[config.mk]
export PLATFORM = sky130hd
export DESIGN_NAME = cread_tracker
export DESIGN_NICKNAME = d
export VERILOG_FILES = /design/src/rtl/cread_pkg.sv /design/src/rtl/cread_sampler.sv /design/src/rtl/cread_lane_shift.sv /design/src/rtl/cread_sequencer.sv /design/src/rtl/cread_tracker.sv
export SDC_FILE = /design/constraint.sdc
export NUM_CORES = 1
export LEC_CHECK = 0
export CAP_MARGIN = 0
export CORE_MARGIN = 3
export CORE_UTILIZATION = 23
export CTS_CLUSTER_DIAMETER = 150
export DETAILED_ROUTE_END_ITERATION = 12
export HOLD_SLACK_MARGIN = 0.12
export SYNTH_ARGS = -nofsm -noshare
export SYNTH_HDL_FRONTEND = slang
export SYNTH_SLANG_ARGS = --single-unit
[constraint.sdc]
create_clock -name clk -period 3.4 [get_ports clk]
set_clock_uncertainty 0.15 [all_clocks]
set_input_delay 0.68 -clock clk [delete_from_list [all_inputs] [get_ports clk]]
set_output_delay 0.68 -clock clk [all_outputs]
set_load 0.01 [all_outputs]
[src/rtl/cread_pkg.sv]
package cread_pkg;

    // Default geometry of the transaction
    localparam int ADDR_W_DEF     = 24;
    localparam int QUAD_DUMMY_DEF = 4;
    localparam int OPC_W          = 8;
    localparam int RESET_CLKS     = 8;

    localparam logic [OPC_W-1:0] OPC_DUAL_IO = 8'hBB;
    localparam logic [OPC_W-1:0] OPC_QUAD_IO = 8'hEB;
    localparam logic [3:0]       CONT_KEY    = 4'hA;

    // Number of data lines used per SCLK edge
    typedef enum logic [1:0] {
        LN_X1 = 2'd0,
        LN_X2 = 2'd1,
        LN_X4 = 2'd2
    } lane_e;

    typedef enum logic [2:0] {
        ST_OPCODE,
        ST_DECODE,
        ST_ADDR,
        ST_MODE,
        ST_DUMMY,
        ST_COMMIT,
        ST_HOLD
    } state_e;

    // One registered view of the bus per system clock
    typedef struct packed {
        logic       cs_hi;
        logic       rise;
        logic [3:0] io;
    } bus_evt_t;

    function automatic logic is_cont_key(input logic [OPC_W-1:0] mode);
        return mode[OPC_W-1 -: 4] == CONT_KEY;
    endfunction

endpackage

[src/rtl/cread_sampler.sv]
module cread_sampler
    import cread_pkg::*;
(
    input  logic       clk,
    input  logic       rst,
    input  logic       cs_n,
    input  logic       sclk,
    input  logic [3:0] io,
    output bus_evt_t   evt
);

    logic       cs_q;
    logic       sclk_q;
    logic       sclk_qq;
    logic [3:0] io_q;

    always_ff @(posedge clk) begin
        if (rst) begin
            cs_q    <= 1'b1;
            sclk_q  <= 1'b0;
            sclk_qq <= 1'b0;
            io_q    <= '0;
        end else begin
            cs_q    <= cs_n;
            sclk_q  <= sclk;
            sclk_qq <= sclk_q;
            io_q    <= io;
        end
    end

    always_comb begin
        evt.cs_hi = cs_q;
        evt.rise  = sclk_q & ~sclk_qq & ~cs_q;
        evt.io    = io_q;
    end

endmodule

[src/rtl/cread_lane_shift.sv]
module cread_lane_shift
    import cread_pkg::*;
#(
    parameter int W = 8
) (
    input  logic         clk,
    input  logic         rst,
    input  logic         en,
    input  lane_e        lane,
    input  logic [3:0]   io,
    output logic [W-1:0] q
);

    always_ff @(posedge clk) begin
        if (rst) begin
            q <= '0;
        end else if (en) begin
            unique case (lane)
                LN_X1:   q <= {q[W-2:0], io[0]};
                LN_X2:   q <= {q[W-3:0], io[1:0]};
                LN_X4:   q <= {q[W-5:0], io};
                default: q <= q;
            endcase
        end
    end

    AST_LANE_LEGAL: assert property (@(posedge clk) disable iff (rst)
        en |-> (lane == LN_X1 || lane == LN_X2 || lane == LN_X4));

endmodule

[src/rtl/cread_sequencer.sv]
module cread_sequencer
    import cread_pkg::*;
#(
    parameter int ADDR_W     = ADDR_W_DEF,
    parameter int QUAD_DUMMY = QUAD_DUMMY_DEF
) (
    input  logic              clk,
    input  logic              rst,
    input  logic              cs_hi,
    input  logic              rise,
    input  logic              io0,
    input  logic [OPC_W-1:0]  byte_sh,
    input  logic [ADDR_W-1:0] addr_sh,
    output logic              byte_en,
    output lane_e             byte_lane,
    output logic              addr_en,
    output lane_e             addr_lane,
    output logic              rd_start,
    output logic [ADDR_W-1:0] rd_addr,
    output logic              rd_quad,
    output logic              cmd_valid,
    output logic [OPC_W-1:0]  cmd_opcode,
    output logic              cont_mode
);

    localparam int ADDR_CLKS_X2 = ADDR_W / 2;
    localparam int ADDR_CLKS_X4 = ADDR_W / 4;
    localparam int MODE_CLKS_X2 = OPC_W / 2;
    localparam int MODE_CLKS_X4 = OPC_W / 4;
    localparam int CNT_W        = $clog2(ADDR_CLKS_X2 + RESET_CLKS + 2);
    localparam logic [CNT_W-1:0] CNT_SAT = '1;

    state_e           state;
    lane_e            lane;
    logic [CNT_W-1:0] ph_cnt;
    logic [CNT_W-1:0] txn_cnt;
    logic             ones_ok;
    logic             cont_q;
    logic             cont_quad;
    logic [CNT_W-1:0] phase_len;
    logic             phase_last;
    logic             reset_hit;

    always_comb begin
        unique case (state)
            ST_OPCODE: phase_len = CNT_W'(OPC_W);
            ST_ADDR:   phase_len = (lane == LN_X4) ? CNT_W'(ADDR_CLKS_X4) : CNT_W'(ADDR_CLKS_X2);
            ST_MODE:   phase_len = (lane == LN_X4) ? CNT_W'(MODE_CLKS_X4) : CNT_W'(MODE_CLKS_X2);
            ST_DUMMY:  phase_len = CNT_W'(QUAD_DUMMY);
            default:   phase_len = CNT_W'(1);
        endcase
        phase_last = (ph_cnt == phase_len - 1'b1);
        reset_hit  = cont_q && ones_ok && (txn_cnt == CNT_W'(RESET_CLKS));
        byte_en    = rise && (state == ST_OPCODE || state == ST_MODE);
        byte_lane  = (state == ST_MODE) ? lane : LN_X1;
        addr_en    = rise && (state == ST_ADDR);
        addr_lane  = lane;
        cont_mode  = cont_q;
    end

    always_ff @(posedge clk) begin
        if (rst) begin
            state      <= ST_OPCODE;
            lane       <= LN_X2;
            ph_cnt     <= '0;
            txn_cnt    <= '0;
            ones_ok    <= 1'b1;
            cont_q     <= 1'b0;
            cont_quad  <= 1'b0;
            rd_start   <= 1'b0;
            rd_addr    <= '0;
            rd_quad    <= 1'b0;
            cmd_valid  <= 1'b0;
            cmd_opcode <= '0;
        end else begin
            rd_start  <= 1'b0;
            cmd_valid <= 1'b0;
            if (cs_hi) begin
                ph_cnt  <= '0;
                txn_cnt <= '0;
                ones_ok <= 1'b1;
                if (reset_hit) begin
                    cont_q <= 1'b0;
                    state  <= ST_OPCODE;
                end else begin
                    state <= cont_q ? ST_ADDR : ST_OPCODE;
                    lane  <= cont_quad ? LN_X4 : LN_X2;
                end
            end else begin
                if (rise) begin
                    if (txn_cnt != CNT_SAT) txn_cnt <= txn_cnt + 1'b1;
                    if (txn_cnt < CNT_W'(RESET_CLKS) && !io0) ones_ok <= 1'b0;
                end
                unique case (state)
                    ST_OPCODE: if (rise) begin
                        ph_cnt <= phase_last ? '0 : ph_cnt + 1'b1;
                        if (phase_last) state <= ST_DECODE;
                    end
                    ST_DECODE: begin
                        if (byte_sh == OPC_DUAL_IO) begin
                            lane  <= LN_X2;
                            state <= ST_ADDR;
                        end else if (byte_sh == OPC_QUAD_IO) begin
                            lane  <= LN_X4;
                            state <= ST_ADDR;
                        end else begin
                            cmd_valid  <= 1'b1;
                            cmd_opcode <= byte_sh;
                            state      <= ST_HOLD;
                        end
                    end
                    ST_ADDR: if (rise) begin
                        ph_cnt <= phase_last ? '0 : ph_cnt + 1'b1;
                        if (phase_last) state <= ST_MODE;
                    end
                    ST_MODE: if (rise) begin
                        ph_cnt <= phase_last ? '0 : ph_cnt + 1'b1;
                        if (phase_last)
                            state <= (lane == LN_X4 && QUAD_DUMMY > 0) ? ST_DUMMY : ST_COMMIT;
                    end
                    ST_DUMMY: if (rise) begin
                        ph_cnt <= phase_last ? '0 : ph_cnt + 1'b1;
                        if (phase_last) state <= ST_COMMIT;
                    end
                    ST_COMMIT: begin
                        rd_start  <= 1'b1;
                        rd_addr   <= addr_sh;
                        rd_quad   <= (lane == LN_X4);
                        cont_q    <= is_cont_key(byte_sh);
                        cont_quad <= (lane == LN_X4);
                        state     <= ST_HOLD;
                    end
                    default: state <= ST_HOLD;
                endcase
            end
        end
    end

    AST_START_ONE_CYCLE: assert property (@(posedge clk) disable iff (rst)
        rd_start |=> !rd_start);

    AST_NO_CMD_IN_CONT: assert property (@(posedge clk) disable iff (rst)
        cmd_valid |-> !cont_q);

    AST_FLAG_CHANGE_POINTS: assert property (@(posedge clk) disable iff (rst)
        !$stable(cont_q) |-> ($past(state) == ST_COMMIT || $past(cs_hi)));

    AST_DISARM_SILENT: assert property (@(posedge clk) disable iff (rst)
        ($fell(cont_q) && $past(cs_hi)) |-> (!rd_start && !cmd_valid));

    AST_ADDR_WIDE_LANE: assert property (@(posedge clk) disable iff (rst)
        addr_en |-> (addr_lane != LN_X1));

endmodule

[src/rtl/cread_tracker.sv]
module cread_tracker
    import cread_pkg::*;
#(
    parameter int ADDR_W     = ADDR_W_DEF,
    parameter int QUAD_DUMMY = QUAD_DUMMY_DEF
) (
    input  logic              clk,
    input  logic              rst,
    input  logic              cs_n,
    input  logic              sclk,
    input  logic [3:0]        io,
    output logic              rd_start,
    output logic [ADDR_W-1:0] rd_addr,
    output logic              rd_quad,
    output logic              cmd_valid,
    output logic [OPC_W-1:0]  cmd_opcode,
    output logic              cont_mode
);

    bus_evt_t          evt;
    logic              byte_en;
    lane_e             byte_lane;
    logic              addr_en;
    lane_e             addr_lane;
    logic [OPC_W-1:0]  byte_sh;
    logic [ADDR_W-1:0] addr_sh;

    cread_sampler u_sampler (
        .clk  (clk),
        .rst  (rst),
        .cs_n (cs_n),
        .sclk (sclk),
        .io   (io),
        .evt  (evt)
    );

    cread_lane_shift #(.W(OPC_W)) u_byte_shift (
        .clk  (clk),
        .rst  (rst),
        .en   (byte_en),
        .lane (byte_lane),
        .io   (evt.io),
        .q    (byte_sh)
    );

    cread_lane_shift #(.W(ADDR_W)) u_addr_shift (
        .clk  (clk),
        .rst  (rst),
        .en   (addr_en),
        .lane (addr_lane),
        .io   (evt.io),
        .q    (addr_sh)
    );

    cread_sequencer #(.ADDR_W(ADDR_W), .QUAD_DUMMY(QUAD_DUMMY)) u_seq (
        .clk        (clk),
        .rst        (rst),
        .cs_hi      (evt.cs_hi),
        .rise       (evt.rise),
        .io0        (evt.io[0]),
        .byte_sh    (byte_sh),
        .addr_sh    (addr_sh),
        .byte_en    (byte_en),
        .byte_lane  (byte_lane),
        .addr_en    (addr_en),
        .addr_lane  (addr_lane),
        .rd_start   (rd_start),
        .rd_addr    (rd_addr),
        .rd_quad    (rd_quad),
        .cmd_valid  (cmd_valid),
        .cmd_opcode (cmd_opcode),
        .cont_mode  (cont_mode)
    );

endmodule

==> results of run 1 <==
registers in the layout (all words and copies together) (netlist names), 2 cells and up:
register,flops
u_addr_shift.q,24
u_byte_shift.q,8
u_seq.rd_addr,24
u_seq.ph_cnt,5
u_sampler.io_q,4
u_seq.cmd_opcode,8
u_seq.txn_cnt,5
u_seq.addr_lane,2
u_seq.state,3
report_power, final:
part           internal (mW)  switching [mW]
sequential              1.07         0.00954
combinational         0.0259          0.0521
clock                  0.564           0.401
total                   1.66           0.463
cells in the mapped netlist, types with 2 or more instances:
cell type                  instances
sky130_fd_sc_hd__nand2_1         133
sky130_fd_sc_hd__or2_2             3
sky130_fd_sc_hd__buf_2             5
sky130_fd_sc_hd__mux2i_1          20
sky130_fd_sc_hd__xor2_1            6
sky130_fd_sc_hd__o211ai_1          3
sky130_fd_sc_hd__xnor2_1           4
sky130_fd_sc_hd__a22oi_1          28
sky130_fd_sc_hd__buf_6             5
sky130_fd_sc_hd__nor2_1           29
sky130_fd_sc_hd__nand3_1           3
sky130_fd_sc_hd__dfxtp_1          91
sky130_fd_sc_hd__or4_1             2
sky130_fd_sc_hd__nand2b_1          7
sky130_fd_sc_hd__nor3_1            6
sky130_fd_sc_hd__clkbuf_8          2
sky130_fd_sc_hd__ha_1             10
sky130_fd_sc_hd__clkbuf_1         26
sky130_fd_sc_hd__nor2b_1           9
sky130_fd_sc_hd__nand4b_1          2
sky130_fd_sc_hd__nand4_1           3
sky130_fd_sc_hd__a21oi_1          55
sky130_fd_sc_hd__o21a_1            2
sky130_fd_sc_hd__a211oi_1          3
sky130_fd_sc_hd__inv_1             8
sky130_fd_sc_hd__nor4b_1           2
sky130_fd_sc_hd__o21ai_0          37
area by class of cell:
class / instances / area [µm²]
clock inverter: 5 / 53.8
multi-input combinational: 385 / 2160
clock buffer: 10 / 229
inverter: 8 / 30.0
fill: 1878 / 12600
tap: 225 / 282
timing repair buffer: 48 / 463
sequential: 91 / 1820
per-stage QoR:
stage / total power, mW / cells / setup WS, ns / area, µm² / util, %
final: 2.13 / 772 / 0.835 / 5040 / 28.6
after global routing: 2.20 / 772 / 0.579 / 5040 / 28.6
after CTS: 2.16 / 772 / 0.850 / 5040 / 28.6
after detailed placement: 1.18 / 757 / 0.857 / 4760 / 27.0
after global placement: 1.18 / 757 / 0.896 / 4760 / 27.0
after floorplan: 1.17 / 522 / 1.23 / 4210 / -
worst max path at each step:
stage	startpoint	to	slack, ns	depth (start not counted)
finish	u_seq.addr_lane[0]	u_seq.state[2]	0.83	7
global route	u_seq.addr_lane[0]	u_seq.state[2]	0.58	7
CTS	u_seq.addr_lane[0]	u_seq.state[2]	0.85	7
detailed placement	u_seq.addr_lane[0]	u_seq.state[2]	0.86	7
global placement	u_seq.addr_lane[0]	u_seq.state[2]	0.90	7
floorplan	u_seq.addr_lane[0]	u_seq.state[2]	1.23	8
routing by layer:
layer	GRT usage [%]	vias up	routed length, µm
met4	3.77	0	156
li1	-	1826	-
met5	0	-	0
met1	13.4	1572	4780
met3	2.39	10	380
met2	14.2	53	4000
worst reg2reg max path: cells and delay by family (launching register included):
kind,cells,cell delay [ns]
AO/OA/AOI/OAI,3,0.69
AND/OR/NAND/NOR,1,0.49
adder cells (fa/ha/maj),1,0.54
XOR/XNOR,1,0.16
flip-flops,1,0.39
buffers and inverters,1,0.07
logic make-up after synthesis:
| family | count (synthesis) | synth area share [%] |
|---|---|---|
| flip-flops | 91 | 43.2 |
| buffers and inverters | 46 | 5.61 |
| AND/OR/NAND/NOR | 209 | 22.2 |
| AO/OA/AOI/OAI | 135 | 18.8 |
| XOR/XNOR | 10 | 2.08 |
| adder cells (fa/ha/maj) | 10 | 2.97 |
| multiplexers | 21 | 5.02 |
==> impl.org, run 1 <==
** Clock tree
- Counting the buffers created by CTS gives 9.
- Count of cells resized by post-cts repair :: 0
- For the worst-skew pair, the clock arrives at the later sink with an insertion delay of 0.34 ns.
- For this design, the sink count on the clock tree is 91.
- Hold-fix buffers, CTS :: 0
- Maximum root-to-sink buffer count :: 2
- In this run the number of H-tree levels came out at 3.
- Setup Buffers After CTS :: 0
- The tree is rooted in a sky130_fd_sc_hd__clkbuf_16.
- After clock tree synthesis, the clock-pin slew on the worst setup and hold paths is 0.07 ns.
- CTS tree :: done

** Critical path
- In this design, the stage delay of the slowest critical-path cell is 0.54 ns.
- STA classifies the critical path startpoint as a flop.
- Worst R2R Start :: u_seq.addr_lane[0]
- For this design, the slowest cell found on the critical path is sky130_fd_sc_hd__ha_1.
- Worst setup EP type :: flop
- STA puts the critical path data arrival time at 2.66 ns.
- Worst reg2reg path endpoint :: u_seq.state[2]
- The setup check on the worst reg-to-reg path leaves a slack of 0.83 ns.
- Worst path bufs/invs :: 1
- Walking the worst path, the cells encountered are inv_1, ha_1, nor4b_1, xnor2_1, o211ai_1, o21a_1, a221oi_1.
- In this design, the largest share of critical-path delay is due to compound AO/OA/AOI/OAI gates.
- The critical path is of the reg2reg type.
- Data required time at the worst endpoint :: 3.50 ns
- CP max FO :: 29
- Depth of the most critical reg-to-reg path :: 7

** Place
- Port buffering added 43 buffers.
- Hpwl dp :: 6.14 mm
- The congestion estimate from routability-driven global placement came to 0.768.

** Flow run
- Number of maximum-capacitance constraint violations :: 0

** Final layout
- Most frequent cells in the layout :: sky130_fd_sc_hd__nand2_1 (133), sky130_fd_sc_hd__dfxtp_1 (91), sky130_fd_sc_hd__a21oi_1 (55), sky130_fd_sc_hd__clkdlybuf4s50_1 (42), sky130_fd_sc_hd__o21ai_0 (37)
- The library cell used most frequently in the layout, excluding fill and tap cells, is sky130_fd_sc_hd__nand2_1.
- In the final design database the tool counted 561 nets.
- Synthesis-to-layout area growth :: 19.6%
- Antenna cells :: 0
- The post-route netlist has 5.85% of its cells at a drive strength greater than 1.

** Global route
- Global routing consumed, over all layers together, 9.63% of the routing resources.
- The first global-routing pass estimated 15.9 mm of wire.
- Entering global routing, the biggest net connects 47 pins.
- The number of global-route vias before repair came to 3204.
- Remaining global-route overflow :: 0
- Antenna violations before repair :: 0

** Pwr
- Reported leakage power :: 1.71 nW
- Power per unit of standard cell area :: 422 mW/mm²
- The worst-case IR drop observed on VDD is 0.000230 V.

** Route
- In this run the remaining antenna-violating nets after routing total 0.
- After detailed routing, the average wire length per cell comes to 12.1 µm.
- Iteration-0 DRC Markers :: 235
- Avg Vias per Cell :: 4.48
- Post-route DRC violation count :: 0
- DRT Pass-1 Iters :: 7
- Routed wire length :: 9.32 mm
- Detailed routing inserted a total of 3461 vias.

** Die
- For this configuration, the core starts out at a cell density of 23.9%.
- The die covers 0.0200 mm².
- From left edge to right edge, the die measures 141 µm.
- The initialized floorplan defines 48 standard-cell rows.
- For this design the top-level I/O count stands at 44.
- Core box area :: 0.0176 mm²
- The die is 141 µm tall.

** Yosys
- Of all cell types, the one taking the most synthesized area is sky130_fd_sc_hd__dfxtp_1.
- Mean cell area of the mapped netlist :: 8.07 µm²
- After synthesis, the share of flip-flops with an asynchronous set or reset is 0%.
- Counting every instance in the synthesized netlist gives 522.
- The share of synthesized area in the top cell type comes to 43.2%.
- Post-Synthesis Cell Area :: 0.00421 mm²
- Total nets after synthesis :: 540
- Main flop type after synthesis :: sky130_fd_sc_hd__dfxtp_1
- The netlist uses 45 different library cells.
- Register area share after synthesis :: 43.2%
- Top area cells in the synthesized netlist :: sky130_fd_sc_hd__dfxtp_1 (43%), sky130_fd_sc_hd__nand2_1 (12%), sky130_fd_sc_hd__a21oi_1 (6.5%)
- FF+latch count, synth :: 91
- In this run, synthesis inferred 0 flip-flops with an integrated enable.
- Warnings, synthesis :: 0

** Hold path
- The min-delay analysis places its worst path in the category reg2reg.
- Startpoint of the worst hold path :: u_seq.rd_addr[16]
- Along the worst hold path, the cell count comes to 2.
- Hold Path Sink :: u_seq.rd_addr[16]

** Timing
- At the pin with the least slew margin, the transition time is 0.998 ns.
- Unrepaired setup endpoints after global routing :: false
- Count of endpoints failing setup in the final report :: 0
- The smallest clock period supported by the final layout is computed as 2.57 ns.
- The number of max-slew violations in the final report came to 0.
- Final hold violation count :: 0
- Fin crit share :: 75.5%
- Final-layout setup total negative slack :: 0 ns
- FMAX :: 390 MHz
- The tightest hold path in the finished design has a slack of 0.303 ns.
- Slew margin rel. :: 33.5%

** Status
- Run status :: finished clean
Power figures use the tool's default switching activity.
==> run 2: changes to the inputs <==
==> constraint.sdc (replaced) <==
create_clock -name clk -period 2.6 [get_ports clk]
set_clock_uncertainty 0.15 [all_clocks]
set_input_delay 0.52 -clock clk [delete_from_list [all_inputs] [get_ports clk]]
set_output_delay 0.52 -clock clk [all_outputs]
set_load 0.01 [all_outputs]
==> impl.org, run 2 (synthesis gave the netlist of run 1 again) <==
** Route
- Routed wire length :: 9.66 mm (+3.6%)
- The number of vias per cell after detailed routing came to 4.51 (+0.52%).
- Iteration-0 DRC Markers :: 203 (-14%)
- Post-route antenna net violation count :: 0 (unchanged)
- The detail-routed net length per standard cell came to 12.4 µm (+2.8%).
- The number of detailed-route iterations in the first pass was 4 (-3).
- Post-route DRC violation count :: 0 (unchanged)
- The overall via count from detail_route was 3506 (+1.3%).

** Critical path
- Grouping stages by cell kind, the critical path spends the most delay in simple AND/OR/NAND/NOR gates.
- Kind of launch point of the worst setup path :: flop
- Depth of the most critical reg-to-reg path :: 7 (unchanged)
- CP max FO :: 14 (-52%)
- Cell chain of the critical path :: and3b_1, nand2_1, inv_1, ha_1, or4_4, mux2i_1, nor2_1
- The delay contributed by the slowest stage of the critical path is 0.61 ns (+0.07 ns).
- The arrival time at the worst endpoint was 2.37 ns (-0.29 ns).
- The number of buffer and inverter instances along the worst setup path came to 1 (unchanged).
- Count of cell instances traversed by the critical path :: 7 (unchanged)
- Worst setup EP type :: flop
- Data required time at the worst endpoint :: 2.67 ns (-0.83 ns)
- Setup slack of the worst register-to-register path :: 0.30 ns (-0.53 ns)
- On the critical path, the stage with the largest delay is an instance of sky130_fd_sc_hd__or4_4.
- Start-to-end type of the worst setup path :: reg2reg

** Global route
- The pin count of the biggest net entering global routing is 81 (+72%).
- Antenna violations before repair :: 0 (unchanged)
- Remaining global-route overflow :: 0 (unchanged)
- Vias in the first global route :: 3341 (+4.3%)
- Wire length of the first global-routing pass :: 16.2 mm (+1.9%)
- The total routing resource utilization after global routing was 9.88% (+0.25 points).

** Final layout
- Registers with the most flip-flops :: u_addr_shift.q (24), u_seq.rd_addr (24)
- The post-layout net count is 567 (+1.1%).
- The top cell types in the final layout, fill and taps aside, are sky130_fd_sc_hd__nand2_1 (133), sky130_fd_sc_hd__dfxtp_1 (91), sky130_fd_sc_hd__a21oi_1 (55), sky130_fd_sc_hd__clkdlybuf4s50_1 (42), sky130_fd_sc_hd__o21ai_0 (37).
- Antenna cells :: 0 (unchanged)
- Most common library cell in the layout ignoring fill and taps :: sky130_fd_sc_hd__nand2_1
- The number of standard cells in the layout, taps in and fillers out came to 778 (+0.78%).
- Synthesis-to-layout area growth :: 20.9%
- The proportion of layout cells with a drive suffix above 1 came to 6.87% (+1.0 points).

** Die
- The overall die height came to 141 µm (unchanged).
- The site row count was 48 (unchanged).
- The I/O pin count is 44 (unchanged).
- Die X :: 141 µm (unchanged)
- The die outline area is 0.0200 mm² (unchanged).
- The core region area is 0.0176 mm² (unchanged).
- Initial standard-cell utilization of the core :: 23.9% (unchanged)

** Timing
- FMAX :: 435 MHz (+12%)
- Count of endpoints failing setup in the final report :: 0 (unchanged)
- The share of the cycle needed by the critical path after routing was 88.3% (+13 points).
- The number of max-slew violations in the final report came to 0 (unchanged).
- The sum of negative setup slack came to 0 ns (unchanged).
- The worst slew margin relative to its limit was 57.2% (+24 points).
- Unrepaired setup endpoints after global routing :: false
- The number of hold-slack violations in the final timing report was 0 (unchanged).
- The transition time at the pin with the least slew margin came to 0.642 ns (-0.355 ns).
- The time the final worst path needs with I/O delays and setup is 2.30 ns (-0.269 ns).

** Pwr
- The fraction of power spent switching nets was 22.1% (+0.33 points).
- The leakage power of the design is 1.73 nW (+1.2%).
- The areal power density over the cells is 539 mW/mm² (+28%).
- The overall power consumption is 2.74 mW (+29%).
- The net switching power figure is 606 µW (+31%).
- Maximum vdd drop :: 0.000303 V (+32%)
- Comb pwr share :: 4.1% (+0.4 points)
- The internal portion of total power came to 2.14 mW (+29%).
- Clock power share :: 44.5% (-0.9 points)
- The fraction of power consumed by sequential logic was 51.5% (+0.6 points).

** Hold path
- Path category of the worst min-delay check :: reg2reg
- Hold path cells :: 2 (unchanged)

** Place
- The last weighted congestion value of the routability-driven placer was 0.769 (+0.16%).
- Placed Cells incl. Taps :: 763 (+0.79%)
- The number of I/O port buffers is 43 (unchanged).
- The total half-perimeter wirelength after legalization and detailed placement came to 6.36 mm (+3.6%).

** Clock tree
- TritonCTS built the clock tree.
- H-tree Lvls :: 3 (unchanged)
- The maximum number of buffers from clock root to sink is 2 (unchanged).
- The clock-pin slew on the worst setup and hold paths is 0.06 ns (about the same).
- Inserted Clock Buffers :: 9 (unchanged)
- Setup Buffers After CTS :: 0 (unchanged)
- TritonCTS sink count :: 91 (unchanged)
- The cts-stage hold buffer count is 0 (unchanged).
- Count of cells resized by post-cts repair :: 0 (unchanged)
- Clock network latency to the later pin of the worst-skew pair :: 0.34 ns (about the same)
- Buffer cell driving the clock tree root :: sky130_fd_sc_hd__clkbuf_16

** Status
- The flow ran to the end, and the final reports show no timing, DRC or antenna violations.

** Flow run
- Number of maximum-capacitance constraint violations :: 0 (unchanged)
run 2: power by group through the flow:
stage | registers, mW | logic [mW] | clock network (mW)
finish | 1.41 | 0.112 | 1.22
floorplan | 1.44 | 0.0852 | 0
global route | 1.41 | 0.124 | 1.32
global placement | 1.44 | 0.113 | 0
detailed placement | 1.44 | 0.113 | 0
CTS | 1.41 | 0.114 | 1.27
run 2: worst min-delay path, cell delays in order (launching register included):
cell and delay (ns):
sky130_fd_sc_hd__dfxtp_1 0.31, sky130_fd_sc_hd__nand2_1 0.05, sky130_fd_sc_hd__a21oi_1 0.05
run 2: cell type report:
cell class,count,area [µm²]
well taps,225,282
multi-input cells,385,2160
fillers,1903,12500
clock inverters,3,23.8
inverters,8,30.0
clock buffers,12,256
repair buffers,54,520
flip-flops and latches,91,1820
run 2: stage by stage:
| step | hold WS, ns | utilization (%) | instance area, µm² | worst slack, ns |
|---|---|---|---|---|
| 2_1_floorplan | 0.278 | - | 4210 | 0.434 |
| 3_3_place_gp | 0.289 | 27.4 | 4810 | 0.374 |
| 3_5_place_dp | 0.296 | 27.4 | 4810 | 0.337 |
| 4_1_cts | 0.305 | 28.9 | 5090 | 0.322 |
| 5_1_grt | 0.325 | 28.9 | 5090 | 0.169 |
| 6_report | 0.301 | 28.9 | 5090 | 0.304 |
run 2: worst paths after layout:
| path | startpoint | end |
|---|---|---|
| max reg2reg | u_seq.state[2] | u_byte_shift.q[3] |
| max | u_seq.state[2] | u_byte_shift.q[3] |
| min reg2reg | u_seq.rd_addr[17] | u_seq.rd_addr[17] |
| min | u_seq.rd_addr[17] | u_seq.rd_addr[17] |
run 2: routing by layer:
metal / routed length [µm] / track usage, %
met5: 0 / 0
met4: 150 / 3.42
met3: 445 / 3.30
met2: 4180 / 14.9
met1: 4880 / 13.2
==> run 3: changes to the inputs <==
--- a/config.mk
+++ b/config.mk
@@ -11,6 +11,7 @@
 export CTS_CLUSTER_DIAMETER = 150
 export DETAILED_ROUTE_END_ITERATION = 12
 export HOLD_SLACK_MARGIN = 0.12
+export SLEW_MARGIN = 5
 export SYNTH_ARGS = -nofsm -noshare
 export SYNTH_HDL_FRONTEND = slang
 export SYNTH_SLANG_ARGS = --single-unit
==> results of run 3 <==
Same layout as run 2: the final DEF is identical, and so are final timing and power.
